--- config.mk ---
export PLATFORM = sky130hd
export DESIGN_NAME = lane_split_resolver
export DESIGN_NICKNAME = d
export VERILOG_FILES = /design/src/rtl/lane_split_pkg.sv /design/src/rtl/lane_split_ctrl.sv /design/src/rtl/lane_split_dp.sv /design/src/rtl/lane_split_resolver.sv
export SDC_FILE = /design/constraint.sdc
export NUM_CORES = 1
export LEC_CHECK = 0
export ABC_AREA = 1
export CAP_MARGIN = 25
export CORE_MARGIN = 2
export CORE_UTILIZATION = 51
export CTS_CLUSTER_SIZE = 8
export DETAILED_ROUTE_END_ITERATION = 10
export PLACE_DENSITY = 0.86
export REMOVE_ABC_BUFFERS = 1
export SKIP_CTS_REPAIR_TIMING = 1
export SLEW_MARGIN = 25
export SYNTH_ARGS = -nofsm -noshare
export SYNTH_HDL_FRONTEND = slang
export SYNTH_SLANG_ARGS = --single-unit
--- constraint.sdc ---
create_clock -name clk -period 3.3 [get_ports clk]
set_clock_uncertainty 0.05 [all_clocks]
set_input_delay 0.66 -clock clk [delete_from_list [all_inputs] [get_ports clk]]
set_output_delay 0.66 -clock clk [all_outputs]
set_load 0.02 [all_outputs]
--- src/rtl/lane_split_pkg.sv ---
package lane_split_pkg;
  localparam int LANES     = 16;
  localparam int GRP_LANES = 4;
  localparam int NGRP      = LANES / GRP_LANES;
  localparam int MAXSZ     = $clog2(NGRP);
  localparam int SZW       = $clog2(MAXSZ + 1) + 1;
  localparam int GLOG      = $clog2(GRP_LANES);
  localparam int WLW       = $clog2($clog2(LANES) + 1);
  localparam int FNW       = $clog2(NGRP);
  localparam int PNW       = $clog2(LANES + 1);
  localparam int SWC       = 2;

  typedef struct packed {
    logic latch;
    logic commit;
    logic epAllow;
  } ctrlStrobe_t;
endpackage

--- src/rtl/lane_split_ctrl.sv ---
module lane_split_ctrl
  import lane_split_pkg::*;
(
  input  logic        clk,
  input  logic        rstN,
  output ctrlStrobe_t ctrl,
  output logic        resolvedValid
);
  typedef enum logic [1:0] {S_LATCH, S_MERGE, S_PULSE, S_HOLD} state_t;
  state_t state, stateNext;

  always_ff @(posedge clk or negedge rstN) begin
    if (!rstN) state <= S_LATCH;
    else       state <= stateNext;
  end

  always_comb begin
    stateNext = state;
    ctrl = '0;
    unique case (state)
      S_LATCH: begin ctrl.latch = 1'b1; stateNext = S_MERGE; end
      S_MERGE: begin ctrl.commit = 1'b1; stateNext = S_PULSE; end
      S_PULSE: begin ctrl.epAllow = 1'b1; stateNext = S_HOLD; end
      default: begin ctrl.epAllow = 1'b1; stateNext = S_HOLD; end
    endcase
  end

  assign resolvedValid = (state == S_PULSE);
endmodule

--- src/rtl/lane_split_dp.sv ---
module lane_split_dp
  import lane_split_pkg::*;
(
  input  logic                  clk,
  input  logic                  rstN,
  input  ctrlStrobe_t           ctrl,
  input  logic [1:0]            pinStrap,
  input  logic [NGRP*SWC-1:0]   swWidth,
  input  logic [NGRP-1:0]       swRev,
  input  logic [NGRP-1:0]       epStb,
  input  logic [NGRP*WLW-1:0]   epWidth,
  output logic [NGRP-1:0]       portEn,
  output logic [NGRP*WLW-1:0]   portWidth,
  output logic [NGRP-1:0]       portRev,
  output logic [NGRP*PNW-1:0]   portNum,
  output logic [NGRP*FNW-1:0]   portFunc,
  output logic                  strapErr
);
  logic [1:0]               pinQ;
  logic [NGRP*SWC-1:0]      swQ;
  logic [NGRP-1:0]          revQ;
  logic [NGRP-1:0][SZW-1:0] cfgSz;
  logic [NGRP-1:0]          cfgRev;
  logic                     cfgDone;
  logic                     errQ;
  logic [NGRP-1:0][WLW-1:0] epCap;

  logic [NGRP-1:0][SZW-1:0] pinSz, swSz, mSz;
  logic [NGRP-1:0]          mRev;
  logic                     pinErr, swOk;
  logic [NGRP-1:0]          enC;

  // strap capture
  always_ff @(posedge clk or negedge rstN) begin
    if (!rstN) begin
      pinQ <= '0; swQ <= '0; revQ <= '0;
    end else if (ctrl.latch) begin
      pinQ <= pinStrap; swQ <= swWidth; revQ <= swRev;
    end
  end

  // pin decode
  always_comb begin
    pinErr = 1'b0;
    for (int g = 0; g < NGRP; g++) begin
      unique case (pinQ)
        2'b00: pinSz[g] = SZW'(MAXSZ);
        2'b10: pinSz[g] = SZW'(MAXSZ - 1);
        2'b11: pinSz[g] = (g < NGRP / 2) ? SZW'(MAXSZ - 1) : SZW'(MAXSZ - 2);
        default: begin pinSz[g] = SZW'(MAXSZ); pinErr = 1'b1; end
      endcase
    end
  end

  // software decode and legality
  always_comb begin
    swOk = 1'b1;
    for (int g = 0; g < NGRP; g++) begin
      swSz[g] = SZW'(swQ[g*SWC +: SWC]);
    end
    for (int g = 0; g < NGRP; g++) begin
      if (int'(swSz[g]) > MAXSZ) swOk = 1'b0;
      for (int k = 0; k < MAXSZ; k++) begin
        if ((k < int'(swSz[g])) && (swSz[g ^ (1 << k)] != swSz[g])) swOk = 1'b0;
      end
    end
  end

  // merge
  always_comb begin
    for (int g = 0; g < NGRP; g++) begin
      int base;
      base = g & ~((1 << int'(swSz[g])) - 1);
      if (base < 0 || base >= NGRP) base = 0;
      mSz[g]  = (swOk && swSz[g] < pinSz[g]) ? swSz[g] : pinSz[g];
      mRev[g] = swOk ? revQ[base] : 1'b0;
    end
  end

  always_ff @(posedge clk or negedge rstN) begin
    if (!rstN) begin
      cfgSz <= '0; cfgRev <= '0; cfgDone <= 1'b0; errQ <= 1'b0;
    end else if (ctrl.commit) begin
      cfgSz <= mSz; cfgRev <= mRev; cfgDone <= 1'b1; errQ <= pinErr | ~swOk;
    end
  end

  // port enables from alignment of resolved sizes
  always_comb begin
    for (int g = 0; g < NGRP; g++) begin
      enC[g] = cfgDone && ((g & ((1 << int'(cfgSz[g])) - 1)) == 0);
    end
  end

  // endpoint width clamp
  always_ff @(posedge clk or negedge rstN) begin
    if (!rstN) begin
      for (int g = 0; g < NGRP; g++) epCap[g] <= WLW'($clog2(LANES));
    end else if (ctrl.epAllow) begin
      for (int g = 0; g < NGRP; g++) begin
        if (epStb[g] && enC[g] && (epWidth[g*WLW +: WLW] < epCap[g]))
          epCap[g] <= epWidth[g*WLW +: WLW];
      end
    end
  end

  // per-port outputs
  generate
    for (genvar p = 0; p < NGRP; p++) begin : g_port
      logic [WLW-1:0] cfgW;
      assign cfgW = WLW'(cfgSz[p]) + WLW'(GLOG);
      assign portEn[p]  = enC[p];
      assign portRev[p] = enC[p] & cfgRev[p];
      assign portWidth[p*WLW +: WLW] = !enC[p] ? '0 :
                                       (epCap[p] < cfgW) ? epCap[p] : cfgW;
      assign portNum[p*PNW +: PNW]   = enC[p] ? PNW'(p * GRP_LANES + 1) : '0;
    end
  endgenerate

  always_comb begin
    logic found;
    found = 1'b0;
    portFunc = '0;
    for (int p = 0; p < NGRP; p++) begin
      if (enC[p]) begin
        portFunc[p*FNW +: FNW] = found ? FNW'(p) : '0;
        found = 1'b1;
      end
    end
  end

  assign strapErr = errQ;
endmodule

--- src/rtl/lane_split_resolver.sv ---
module lane_split_resolver
  import lane_split_pkg::*;
(
  input  logic                 clk,
  input  logic                 rstN,
  input  logic [1:0]           pinStrap,
  input  logic [NGRP*SWC-1:0]  swWidth,
  input  logic [NGRP-1:0]      swRev,
  input  logic [NGRP-1:0]      epStb,
  input  logic [NGRP*WLW-1:0]  epWidth,
  output logic [NGRP-1:0]      portEn,
  output logic [NGRP*WLW-1:0]  portWidth,
  output logic [NGRP-1:0]      portRev,
  output logic [NGRP*PNW-1:0]  portNum,
  output logic [NGRP*FNW-1:0]  portFunc,
  output logic                 strapErr,
  output logic                 resolvedValid
);
  ctrlStrobe_t ctrl;

  lane_split_ctrl u_ctrl (
    .clk(clk), .rstN(rstN), .ctrl(ctrl), .resolvedValid(resolvedValid)
  );

  lane_split_dp u_dp (
    .clk(clk), .rstN(rstN), .ctrl(ctrl),
    .pinStrap(pinStrap), .swWidth(swWidth), .swRev(swRev),
    .epStb(epStb), .epWidth(epWidth),
    .portEn(portEn), .portWidth(portWidth), .portRev(portRev),
    .portNum(portNum), .portFunc(portFunc), .strapErr(strapErr)
  );
endmodule

==> impl_results.md <==
- Run status: finished clean
- CP top delay family: buffers and inverters
- Final Max Tran Viols: 0
- Vias in the first global route: 2,322
- Crit path capture type: output pin
- Max-Cap Viols: 0
- FF-to-FF path depth: 5
- Synth warn: 0
- Largest cells by area after synthesis: dfrtp_1 35%, nand2_1 11%, ha_1 9.8%
- Unrepaired setup endpoints after global routing: no
- Crit Path Max Fanout: 2
- CTS clock-pin slew for the worst setup and hold paths: 0.07 ns
- Hold/Removal Path Class: in2async
- Final setup margin: 0.230 ns
- RD Place Congestion: 0.856
- Max VDD drop: 0.244 mV
- Post-synthesis sequential area ratio: 0.393
- Clk sinks: 42
- Multi-input logic area: 1240 um2
- Area share of the largest cell type after synthesis: 0.354
- CP cell instances: ha_1 -> a21o_1 -> a2111oi_0 -> clkdlybuf4s50_1
- Leakage power: 0.00168 uW
- Die area: a little under 6000 um2
- Drt drc: 0
- Overflow after GRT: 0
- First-pass detailed-route iteration total: 4
- IO Port Bufs: 65
- Total global-route track usage: 0.210
- DRT antenna net count: 0
- Fin crit period: 3.07 ns
- Power density over cell area: 500 nW/um2
- Cell taking the most area after synthesis: dfrtp_1
- Reg area: 1060 um2
- Fillers: between 400 and 500
- Height of the die: 76.6 um
- Crit path launch type: flop
- Hpwl dp: approximately 4.5 mm
- Mapped Cells: around 350
- DR vias: 2,325
- Synth unique cells: 29
- # setup viols final: 0
- Setup_tns: 0 ns
- Mean post-synth cell area: 7.79 um2
- Register bit total from synthesis: 42
- Core Area: 5110 um2
- Rel. slew slack: 0.390
- Reg2Reg Setup Slack: approximately 1.6 ns
- Slowest stage delay, CP: roughly 0.70 ns
- Worst r2r src: u_dp.epCap[2]
- Wirelength, routed: 5.61 mm
- CTS max path bufs: 2
- Crit path arrival time: 2.36 ns
- Starting Density: 0.526
- CTS tree: built
- Total Nets Final: between 400 and 500
- CTS root buf: clkbuf_8
- Syn-to-layout area delta: 24.3%
- Critical path type: reg2out
- Fmax: 326 MHz
- Final worst path period share: 0.930
- Largest net degree at the start of global routing: 43
- Fin. Hold Viols: 0
- Final core occ: 0.654
- Netlist Area Pre-Place: 2690 um2
- Clock latency on the worst-skew pair: 0.29 ns
- TritonCTS Buffers: 5
- Die Wd: 76.6 um
- Iter 0 DRT Violations: 113
- Post-DR vias/cell: around 4.9
- Slowest library cell on the worst path: clkdlybuf4s50_1
- Least-Margin Pin Slew: 0.914 ns
- First-pass GRT wire length: 10.0 mm
- Average wire per standard cell: 11.9 um
- Ant diodes: 0
- Critical path required time: between 2 and 3 ns
- # rows: 26
- R2R Path End: u_dp.epCap[1]
- CTS H-tree depth: 2
- Pre-CTS WS: 0.543 ns
- CP bufs+invs: 1
- Antenna violations before repair: 0
- Top-level port count: 82
- Share of post-route cells with drive strength above 1: 0.0647
-- cell type report --
| cell class | instances | share of cell area |
|---|---|---|
| Clock buffer | 7 | 0.0259 |
| Sequential cell | 42 | 0.316 |
| Multi-Input combinational cell | 232 | 0.373 |
| Clock inverter | 1 | 0.00150 |
| Tap cell | 70 | 0.0262 |
| Inverter | 53 | 0.0596 |
| Timing Repair Buffer | 67 | 0.198 |
-- worst reg2reg max path, cell delays in order (launching register included) --
cell     delay [ns]
dfstp_2        0.56
inv_1          0.08
ha_1           0.29
a21oi_1        0.16
nand4_1        0.22
a21oi_1        0.26
-- worst max path at each step --
stage	depth (start not counted)	endpoint	slack, ns	startpoint
floorplan	2	portWidth[9]	0.59	u_dp.cfgDone
global placement	5	portWidth[6]	0.64	u_dp.epCap[8]
detailed placement	5	portWidth[0]	0.54	u_dp.epCap[2]
CTS	5	portWidth[0]	0.22	u_dp.epCap[2]
global route	5	portWidth[0]	0.06	u_dp.epCap[2]
finish	4	portWidth[3]	0.23	u_dp.epCap[5]
-- synth_stat cells --
cell type and number:
nor2_2 1, buf_4 28, conb_1 1, nor3_1 3
a21o_1 2, clkbuf_8 1, nand3_1 16, nor2_1 27
nand2_1 76, nor2_8 1, a21oi_2 2, o21ai_2 1
inv_1 50, o21ai_0 21, dfrtp_1 38, nand3_2 1
inv_2 3, a221oi_1 2, buf_2 3, o211ai_1 2
a2111oi_0 2, o31ai_1 1, o22ai_1 4, a21oi_1 25
ha_1 21, dfstp_2 4, clkbuf_1 1, nand2_2 3
nand4_1 5
-- flip-flops by register name, indices dropped and copies added (netlist names) --
signal	flops
u_ctrl.state	2
u_dp.cfgDone	1
u_dp.cfgRev	4
u_dp.cfgSz	8
u_dp.epCap	12
u_dp.pinQ	2
u_dp.revQ	4
u_dp.strapErr	1
u_dp.swQ	8
-- cell usage in the layout (no fill, tap or decap), types with 2 or more instances in the layout --
cell type        count
nor3_1               3
dfrtp_1             38
nand2_2              3
o22ai_1              4
a221oi_1             2
o211ai_1             2
inv_2                3
o21ai_0             21
nand3_1             16
inv_1               50
nand2_1             76
nor2_1              27
buf_4                2
nand4_1              5
a21o_1               2
a21oi_1             25
a2111oi_0            2
dfstp_2              4
conb_1              16
a21oi_2              2
ha_1                21
clkbuf_8             6
clkdlybuf4s50_1     64
-- per-stage QoR --
| stage | total power [uW] | cells | hold slack [ns] | cell area, um2 |
|---|---|---|---|---|
| finish | 1670 | 472 | 0.435 | 3340 |
| CTS | 1690 | 472 | 0.438 | 3340 |
| global route | 1800 | 472 | 0.466 | 3340 |
| detailed placement | 1340 | 464 | 0.418 | 3250 |
| floorplan | 1080 | 327 | 0.314 | 2500 |
| global placement | 1300 | 464 | 0.416 | 3250 |
-- power breakdown --
part           total [uW]  internal [uW]  switching [uW]
clock network         339            169             170
registers             675            618            57.1
logic                 655            280             374
-- logic make-up after synthesis --
group	share of synthesized area
adder cells (fa/ha/maj)	0.0978
AO/OA/AOI/OAI	0.132
flip-flops	0.393
other	0.00140
buffers and inverters	0.164
AND/OR/NAND/NOR	0.211
-- routing by layer --
metal	routed length [um]	part of all wire	track usage
met4	95	0.017	0.0727
met2	2860	0.51	0.377
met3	257	0.046	0.0415
met5	0	0	0
met1	2400	0.43	0.250
Note: power is estimated with default switching activity, not from simulation.
